`src/rtl/psw_pkg.sv`:
```
package psw_pkg;
    localparam int PSW_W   = 16;
    localparam int DD_BIT  = 12;
    localparam int SGN_BIT = 11;
    localparam int OV_BIT  = 9;
    localparam int MIE_BIT = 8;
    localparam int UF_N    = 6;

    typedef enum logic [1:0] {
        ST_RUN  = 2'd0,
        ST_SAVE = 2'd1,
        ST_ISR  = 2'd2
    } irq_st_e;

    function automatic int uf_pos(input int idx);
        case (idx)
            0:       uf_pos = 3;
            1:       uf_pos = 6;
            2:       uf_pos = 10;
            3:       uf_pos = 7;
            4:       uf_pos = 4;
            default: uf_pos = 5;
        endcase
    endfunction
endpackage

```
`src/rtl/psw_alu_flags.sv`:
```
module psw_alu_flags #(
    parameter int ALU_W = 16
) (
    input  logic [ALU_W:0] result,
    input  logic           word,
    output logic           sign,
    output logic           ovf
);
    localparam int BYTE_W = ALU_W / 2;

    logic [ALU_W-BYTE_W+1:0] byte_hi;
    logic                    ovf_b;
    logic                    ovf_w;

    assign byte_hi = result[ALU_W:BYTE_W-1];
    assign ovf_b   = !((&byte_hi) || !(|byte_hi));
    assign ovf_w   = result[ALU_W] ^ result[ALU_W-1];

    assign sign = word ? result[ALU_W-1] : result[BYTE_W-1];
    assign ovf  = word ? ovf_w : ovf_b;
endmodule

```
`src/rtl/psw_irq_seq.sv`:
```
module psw_irq_seq
    import psw_pkg::*;
(
    input  logic    clk,
    input  logic    rst,
    input  logic    irq_entry,
    input  logic    rti,
    output irq_st_e state,
    output logic    entry_acc,
    output logic    rti_acc,
    output logic    mie_clr,
    output logic    take_gate
);
    irq_st_e nxt;

    always_ff @(posedge clk) begin
        if (rst) state <= ST_RUN;
        else     state <= nxt;
    end

    always_comb begin
        nxt = state;
        unique case (state)
            ST_RUN:  if (irq_entry) nxt = ST_SAVE;
            ST_SAVE: nxt = ST_ISR;
            ST_ISR:  if (rti) nxt = ST_RUN;
            default: nxt = ST_RUN;
        endcase
    end

    always_comb begin
        entry_acc = 1'b0;
        rti_acc   = 1'b0;
        mie_clr   = 1'b0;
        take_gate = 1'b1;
        unique case (state)
            ST_RUN:  entry_acc = irq_entry;
            ST_SAVE: begin
                mie_clr   = 1'b1;
                take_gate = 1'b0;
            end
            ST_ISR:  rti_acc = rti;
            default: take_gate = 1'b0;
        endcase
    end
endmodule

```
`src/rtl/psw_dd_view.sv`:
```
module psw_dd_view (
    input  logic clk,
    input  logic rst,
    input  logic dd_hi,
    input  logic dd_lo,
    input  logic dd_arch,
    output logic dd_seen
);
    always_ff @(posedge clk) begin
        if (rst)        dd_seen <= 1'b0;
        else if (dd_hi) dd_seen <= 1'b1;
        else if (dd_lo) dd_seen <= 1'b0;
        else            dd_seen <= dd_arch;
    end
endmodule

```
`src/rtl/psw_unit.sv`:
```
module psw_unit
    import psw_pkg::*;
#(
    parameter int ALU_W = 16
) (
    input  logic               clk,
    input  logic               rst,
    input  logic               acc_ld_word,
    input  logic               acc_ld_byte,
    input  logic               dd_set,
    input  logic               dd_clr,
    input  logic [UF_N-1:0]    uf_set,
    input  logic [UF_N-1:0]    uf_clr,
    input  logic               alu_valid,
    input  logic               alu_word,
    input  logic               alu_arith,
    input  logic [ALU_W:0]     alu_result,
    input  logic               psw_wr_en,
    input  logic [PSW_W-1:0]   psw_wr_data,
    input  logic               irq_entry,
    input  logic               rti,
    input  logic [PSW_W-1:0]   rti_psw,
    input  logic               irq_pend,
    output logic [PSW_W-1:0]   psw,
    output logic               dd_seen,
    output logic [PSW_W-1:0]   push_img,
    output logic               mie,
    output logic               irq_take
);
    logic [PSW_W-1:0] psw_q;
    logic [PSW_W-1:0] psw_nxt;
    logic             dd_hi;
    logic             dd_lo;
    logic             alu_sign;
    logic             alu_ovf;
    irq_st_e          irq_state;
    logic             entry_acc;
    logic             rti_acc;
    logic             mie_clr;
    logic             take_gate;

    assign dd_hi = acc_ld_word | dd_set;
    assign dd_lo = acc_ld_byte | dd_clr;

    psw_alu_flags #(.ALU_W(ALU_W)) u_alu (
        .result (alu_result),
        .word   (alu_word),
        .sign   (alu_sign),
        .ovf    (alu_ovf)
    );

    psw_irq_seq u_seq (
        .clk       (clk),
        .rst       (rst),
        .irq_entry (irq_entry),
        .rti       (rti),
        .state     (irq_state),
        .entry_acc (entry_acc),
        .rti_acc   (rti_acc),
        .mie_clr   (mie_clr),
        .take_gate (take_gate)
    );

    psw_dd_view u_dd (
        .clk     (clk),
        .rst     (rst),
        .dd_hi   (dd_hi),
        .dd_lo   (dd_lo),
        .dd_arch (psw_q[DD_BIT]),
        .dd_seen (dd_seen)
    );

    always_comb begin
        psw_nxt = psw_q;
        if (rti_acc)        psw_nxt = rti_psw;
        else if (psw_wr_en) psw_nxt = psw_wr_data;
        psw_nxt[PSW_W-1:DD_BIT+1] = '0;

        if (dd_hi)      psw_nxt[DD_BIT] = 1'b1;
        else if (dd_lo) psw_nxt[DD_BIT] = 1'b0;

        for (int i = 0; i < UF_N; i++) begin
            if (uf_set[i])      psw_nxt[uf_pos(i)] = 1'b1;
            else if (uf_clr[i]) psw_nxt[uf_pos(i)] = 1'b0;
        end

        if (alu_valid) begin
            psw_nxt[SGN_BIT] = alu_sign;
            if (alu_arith) psw_nxt[OV_BIT] = alu_ovf;
        end

        if (mie_clr) psw_nxt[MIE_BIT] = 1'b0;
    end

    always_ff @(posedge clk) begin
        if (rst) begin
            psw_q    <= '0;
            push_img <= '0;
        end else begin
            psw_q <= psw_nxt;
            if (entry_acc) push_img <= psw_q;
        end
    end

    assign psw      = psw_q;
    assign mie      = psw_q[MIE_BIT];
    assign irq_take = irq_pend & psw_q[MIE_BIT] & take_gate;
endmodule

```
`config.mk`:
```
export PLATFORM = sky130hd
export DESIGN_NAME = psw_unit
export DESIGN_NICKNAME = d
export VERILOG_FILES = /design/src/rtl/psw_pkg.sv /design/src/rtl/psw_alu_flags.sv /design/src/rtl/psw_irq_seq.sv /design/src/rtl/psw_dd_view.sv /design/src/rtl/psw_unit.sv
export SDC_FILE = /design/constraint.sdc
export NUM_CORES = 1
export LEC_CHECK = 0
export BUFFER_PORTS_ARGS = -buffer_cell sky130_fd_sc_hd__clkbuf_2
export CORE_UTILIZATION = 28
export DETAILED_ROUTE_END_ITERATION = 8
export PLACE_DENSITY = 0.71
export SYNTH_ARGS = -nofsm -noshare
export SYNTH_HDL_FRONTEND = slang
export SYNTH_SLANG_ARGS = --single-unit
```
`constraint.sdc`:
```
create_clock -name clk -period 1.13 [get_ports clk]
set_input_delay 0.226 -clock clk [delete_from_list [all_inputs] [get_ports clk]]
set_output_delay 0.226 -clock clk [all_outputs]
set_load 0.1 [all_outputs]
```
---- After elaboration in Yosys (flattened, before gate mapping) ----
Index checks and enable logic that the tools add are counted.
cells by class
  order comparisons ....................... 24
  equal/unequal tests ..................... 4
  mux-type cells .......................... 72
  bitwise operators ....................... 23
  reduce and logical (&&, ||, !) cells .... 21
operators by type and width
  cell                   count
  $mux W32               18
  $ge A32 B1 Y1 const B  12
  $lt A32 B6 Y1 const B  12
  $mux W16               12
  $not A16 Y16           6
  $and A16 B16 Y16       5
  $or A16 B16 Y16        5
  $demux W1 S4           12
  $mux W13               2
  $mux W1                25
  $and A13 B16 Y16       1
  $or A13 B16 Y16        1
  $logic_and A1 B1 Y1    12
  $reduce_and A10 Y1     1
  $reduce_or A10 Y1      1
  $pmux W2 S3            1
  $mux W2                2
  $ne A2 B2 Y1 const B   2
  $reduce_or A2 Y1       2
  $and A1 B1 Y1          2
  $eq A2 B1 Y1 const B   1
  $eq A2 B2 Y1 const B   1
  $logic_not A1 Y1       2
  $logic_not A2 Y1       1
  4 further kinds        5
storage, ports and cells
  register bits after elaboration ......... 35
  bits of input ports ..................... 74
  output and inout port bits .............. 35
  word-level logic and storage cells ...... 149

---- Depth between registers and ports, before layout ----
  depth after elaboration ................. 27
  mapped depth ............................ 6
  gate-level depth less buffers ........... 5

---- By module ----
From an unflattened synthesis, not the netlist that was laid out.
second synthesis, totals
  cell total of the unflattened synthesis .. 158
  area total of the unflattened synthesis .. 1471.4 sq um
by module, submodules not included
  module         instances  cells an instance  area each (sq um)  seq. area each (sq um)
  psw_unit       1          130                1237.4             520.5
  psw_alu_flags  1          15                 98.8               0.0
  psw_irq_seq    1          9                  96.3               40.0
  psw_dd_view    1          4                  38.8               20.0

---- Least setup slack after synthesis ----
No wires, ideal clock.
  path kind ............................... reg-to-output
  start ................................... register psw_q[8] (netlist: psw[8])
  end ..................................... output port irq_take
  data arrival time ....................... 1.882 ns
  data required time ...................... 0.904 ns
  slack ................................... -0.978 ns
  cell stages (with the launch flop) ...... 2
  path buffers ............................ 0
  cell sequence ........................... dfxtp_1 > and3b_1
between the ends
  word-level cells in the longest chain between the ends .. 2
RTL lines
  what                        line             text
  start, declared             psw_unit.sv:30   logic [PSW_W-1:0] psw_q;
  start signal, assigned      psw_unit.sv:100  psw_q <= psw_nxt;
  $and A1 B1 Y1 (2 in a row)  psw_unit.sv:107  assign irq_take = irq_pend & psw_q[MIE_BIT] & take_gate;
  end, declared               psw_unit.sv:28   output logic irq_take
No other way between the ends.

---- Worst setup path in the final report ----
  start ................................... register u_seq.state[0]
  end ..................................... output port irq_take
between the ends
  word-level cells in the longest chain between the ends .. 4
  elaborated cells on any way between the ends .. 5
  classes of those cells .................. 1 x eq/ne; 1 x mux; 1 x bitwise; 2 x reduce/logical
RTL lines
  what                                              line               text
  start, declared                                   psw_irq_seq.sv:8   output irq_st_e state,
  start signal, assigned                            psw_irq_seq.sv:18  else state <= nxt;
  $eq A2 B2 Y1 or $logic_not A2 Y1 (tied branches)  psw_irq_seq.sv:36  unique case (state)
  $reduce_or A2 Y1 (no source line) (*)             n/a
  $mux W1 (*)                                       psw_irq_seq.sv:36
  $and A1 B1 Y1 (*)                                 psw_unit.sv:107
Mark *: on every way between the ends. The rest lies on a longest branch, timed or not.

==> flow_metrics.env <==
export IMPL_numCtsBuffers=5
export IMPL_drt_iter0_drc=46
export IMPL_synth_seq_cells=29
export IMPL_fin_setup_tns_ps=-959
export IMPL_routedWlPerCell_um=12.5
export IMPL_diodes=0
export IMPL_multi_input_area_um2=776
export IMPL_power_density_nw_per_um2=1180
export IMPL_initial_utilization_pct=29.7
export IMPL_grt_remaining_overflow=0
export IMPL_antenna_found_initial=0
export IMPL_synthDistinctLibCells=29
export IMPL_grt_max_degree=29
export IMPL_irDropWorstVdd_mv=0.891
export IMPL_status="finished, violations left"
export IMPL_violations="setup timing"
export IMPL_dr_pass1_iters=4
export IMPL_critPathArrivalTime_ps=1080
export IMPL_grt_pass1_vias=1494
export IMPL_ios=109
export IMPL_drive_gt1_share_pct=57.9
export IMPL_cp_required_ps=900
export IMPL_area_growth_pct=89.8
export IMPL_max_freq_ghz=0.766
export IMPL_synth_largest_area_cell="dfxtp_1"
export IMPL_syn_inst=173
export IMPL_antenna_left=0
export IMPL_postLayoutCoreUtil_pct=56.4
export IMPL_portBuffers=89
export IMPL_p_leak_nw=1.27
export IMPL_viasPerCell=4.44
export IMPL_core_area_um2=4850
export IMPL_h_tree_depth=2
export IMPL_placementRows=25
export IMPL_place_area_um2=2540
export IMPL_use_met1_pct=18.8
export IMPL_gp_congestion=0.734
export IMPL_setup_worst_path_end_class="primary output"
export IMPL_grt_pass1_wl_um=6750
export IMPL_clkSinkCount=29
export IMPL_seqCellArea_um2=639
export IMPL_synth_area_leaders="dfxtp_1 40%, a21oi_1 9.4%, mux2i_1 8.3%, nand2_1 8.3%, buf_4 5.2%"
export IMPL_fin_skew_ps=4.05
export IMPL_hold_violations=0
export IMPL_place_ws_ps=-115
export IMPL_hpwl_um=3220
export IMPL_fillers=420
export IMPL_final_min_clock_period_ps=1310
export IMPL_min_path_type="in2reg"
export IMPL_finalPower_mw=3.22
export IMPL_path_max_fanout=4
export IMPL_final_nets=353
export IMPL_clk_latency_ps=280
export IMPL_floorplan_die_area_um2=5440
export IMPL_slew_violations=0
export IMPL_finalCritPeriodShare_pct=116
export IMPL_num_vias=1532
export IMPL_setup_viol=11
export IMPL_root_buffer="clkbuf_8"
export IMPL_rsz0062_at_grt="yes"
export IMPL_critPathLaunchType="register"
export IMPL_syn_cell_area_um2=1440
export IMPL_cts_buffer_depth=2
export IMPL_yosysTopAreaCellShare_pct=40.3
export IMPL_holdBufCountCts=0
export IMPL_maxCapViolCount=0
export IMPL_synth_seq_area_share_pct=40.3
export IMPL_wirelength_um=4300
export IMPL_avgSynthCellArea_um2=8.33
export IMPL_cts_tree="done"
export IMPL_die_width_um=73.8
export IMPL_die_h_um=73.8
export IMPL_busiest_layer="met2"
export IMPL_use_met2_pct=30.0
export IMPL_synth_yosys_warnings=0
export IMPL_criticalPathCategory="reg2out"
export IMPL_fin_area_um2=2740
export IMPL_setup_ws_ps=-175
export IMPL_track_usage_pct=17.1
export IMPL_clkSlewWorstSetupHoldPaths_ps=60
export IMPL_use_met3_pct=5.76
export IMPL_drcViolationCount=0
[flip-flops by register name (all words and copies together) (netlist names)]
signal        flops
psw              13
push_img         13
u_dd.dd_seen      1
u_seq.state       2
[power breakdown]
group | leakage, nW | switching [mW] | internal, mW
clock network | 0.0395 | 0.370 | 0.436
registers | 0.252 | 0.0759 | 1.09
logic | 0.978 | 0.761 | 0.481
total | 1.27 | 1.21 | 2.01
[cell type report]
class,instances,area share [%]
Timing Repair Buffer,109,41.1
Multi-Input combinational cell,123,28.3
Sequential cell,29,23.4
Tap cell,67,3.06
Clock buffer,8,2.93
Inverter,9,1.23
[cells by family (layout without fill, tap and decap cells)]
family / Yosys count / in the layout / synth area share [%]
and+or+nand+nor: 59 / 59 / 19.4
AOI/OAI and AO/OA: 41 / 41 / 17.2
DFF: 29 / 29 / 40.3
buffers and inverters: 26 / 126 / 10.4
muxes: 15 / 15 / 10.7
adders and majority gates: 2 / 2 / 1.74
other: 1 / 6 / 0.260
[final timing paths]
check	start	end	slack, ps	cells past startpoint
setup / recovery	u_seq.state[0]$_SDFFE_PP0P_	irq_take	-180	2
hold / removal	uf_set[1]	psw[6]$_SDFF_PP0_	160	3
hold reg to reg	push_img[10]$_SDFFE_PP0P_	push_img[10]$_SDFFE_PP0P_	470	2
setup reg to reg	u_seq.state[0]$_SDFFE_PP0P_	psw[9]$_SDFF_PP0_	-160	5
[per-stage QoR]
step | cells | hold WS (ps)
3_3_place_gp | 332 | 433
2_1_floorplan | 178 | 345
5_1_grt | 345 | 143
3_5_place_dp | 332 | 440
6_report | 345 | 158
4_1_cts | 345 | 139
[critical path, stage by stage, from the launching register on]
cell     delay [ps]
dfxtp_2         330
and3b_4         300
buf_12          170
[Yosys cell counts, drive strengths merged]
master,n
a21oi,27
mux2i,12
nand4b,2
and2,2
nor3b,1
conb,1
inv,9
nand2,32
nor4,1
clkbuf,2
mux2,3
o31ai,1
o21ai,1
nand3,1
and3b,1
buf,15
a211o,8
nand3b,1
a211oi,3
nor2,15
ha,2
dfxtp,29
nand4,1
nor3,2
o211ai,1
[cell usage in the layout (no fill, tap or decap), drive strengths merged, types with 3 or more instances in the layout]
master	instances
conb	6
clkbuf	68
a21oi	27
mux2	3
inv	9
a211o	8
nor2	15
mux2i	12
nand2	32
buf	49
dfxtp	29
a211oi	3
[per-layer routing]
layer / vias up / part of all wire (%)
li1: 789 / -
met3: 5 / 6.5
met1: 681 / 41
met2: 57 / 51
met4: 0 / 1.2
met5: - / 0
[what timing repair did]
item / in CTS / in global routing
pin swaps: 4 / 12
gates resized for setup: 5 / 15
setup endpoints to repair: 12 / 25
buffers inserted: 4 / 2
gates cloned: 1 / 0
(Power assumes the default switching activity.)
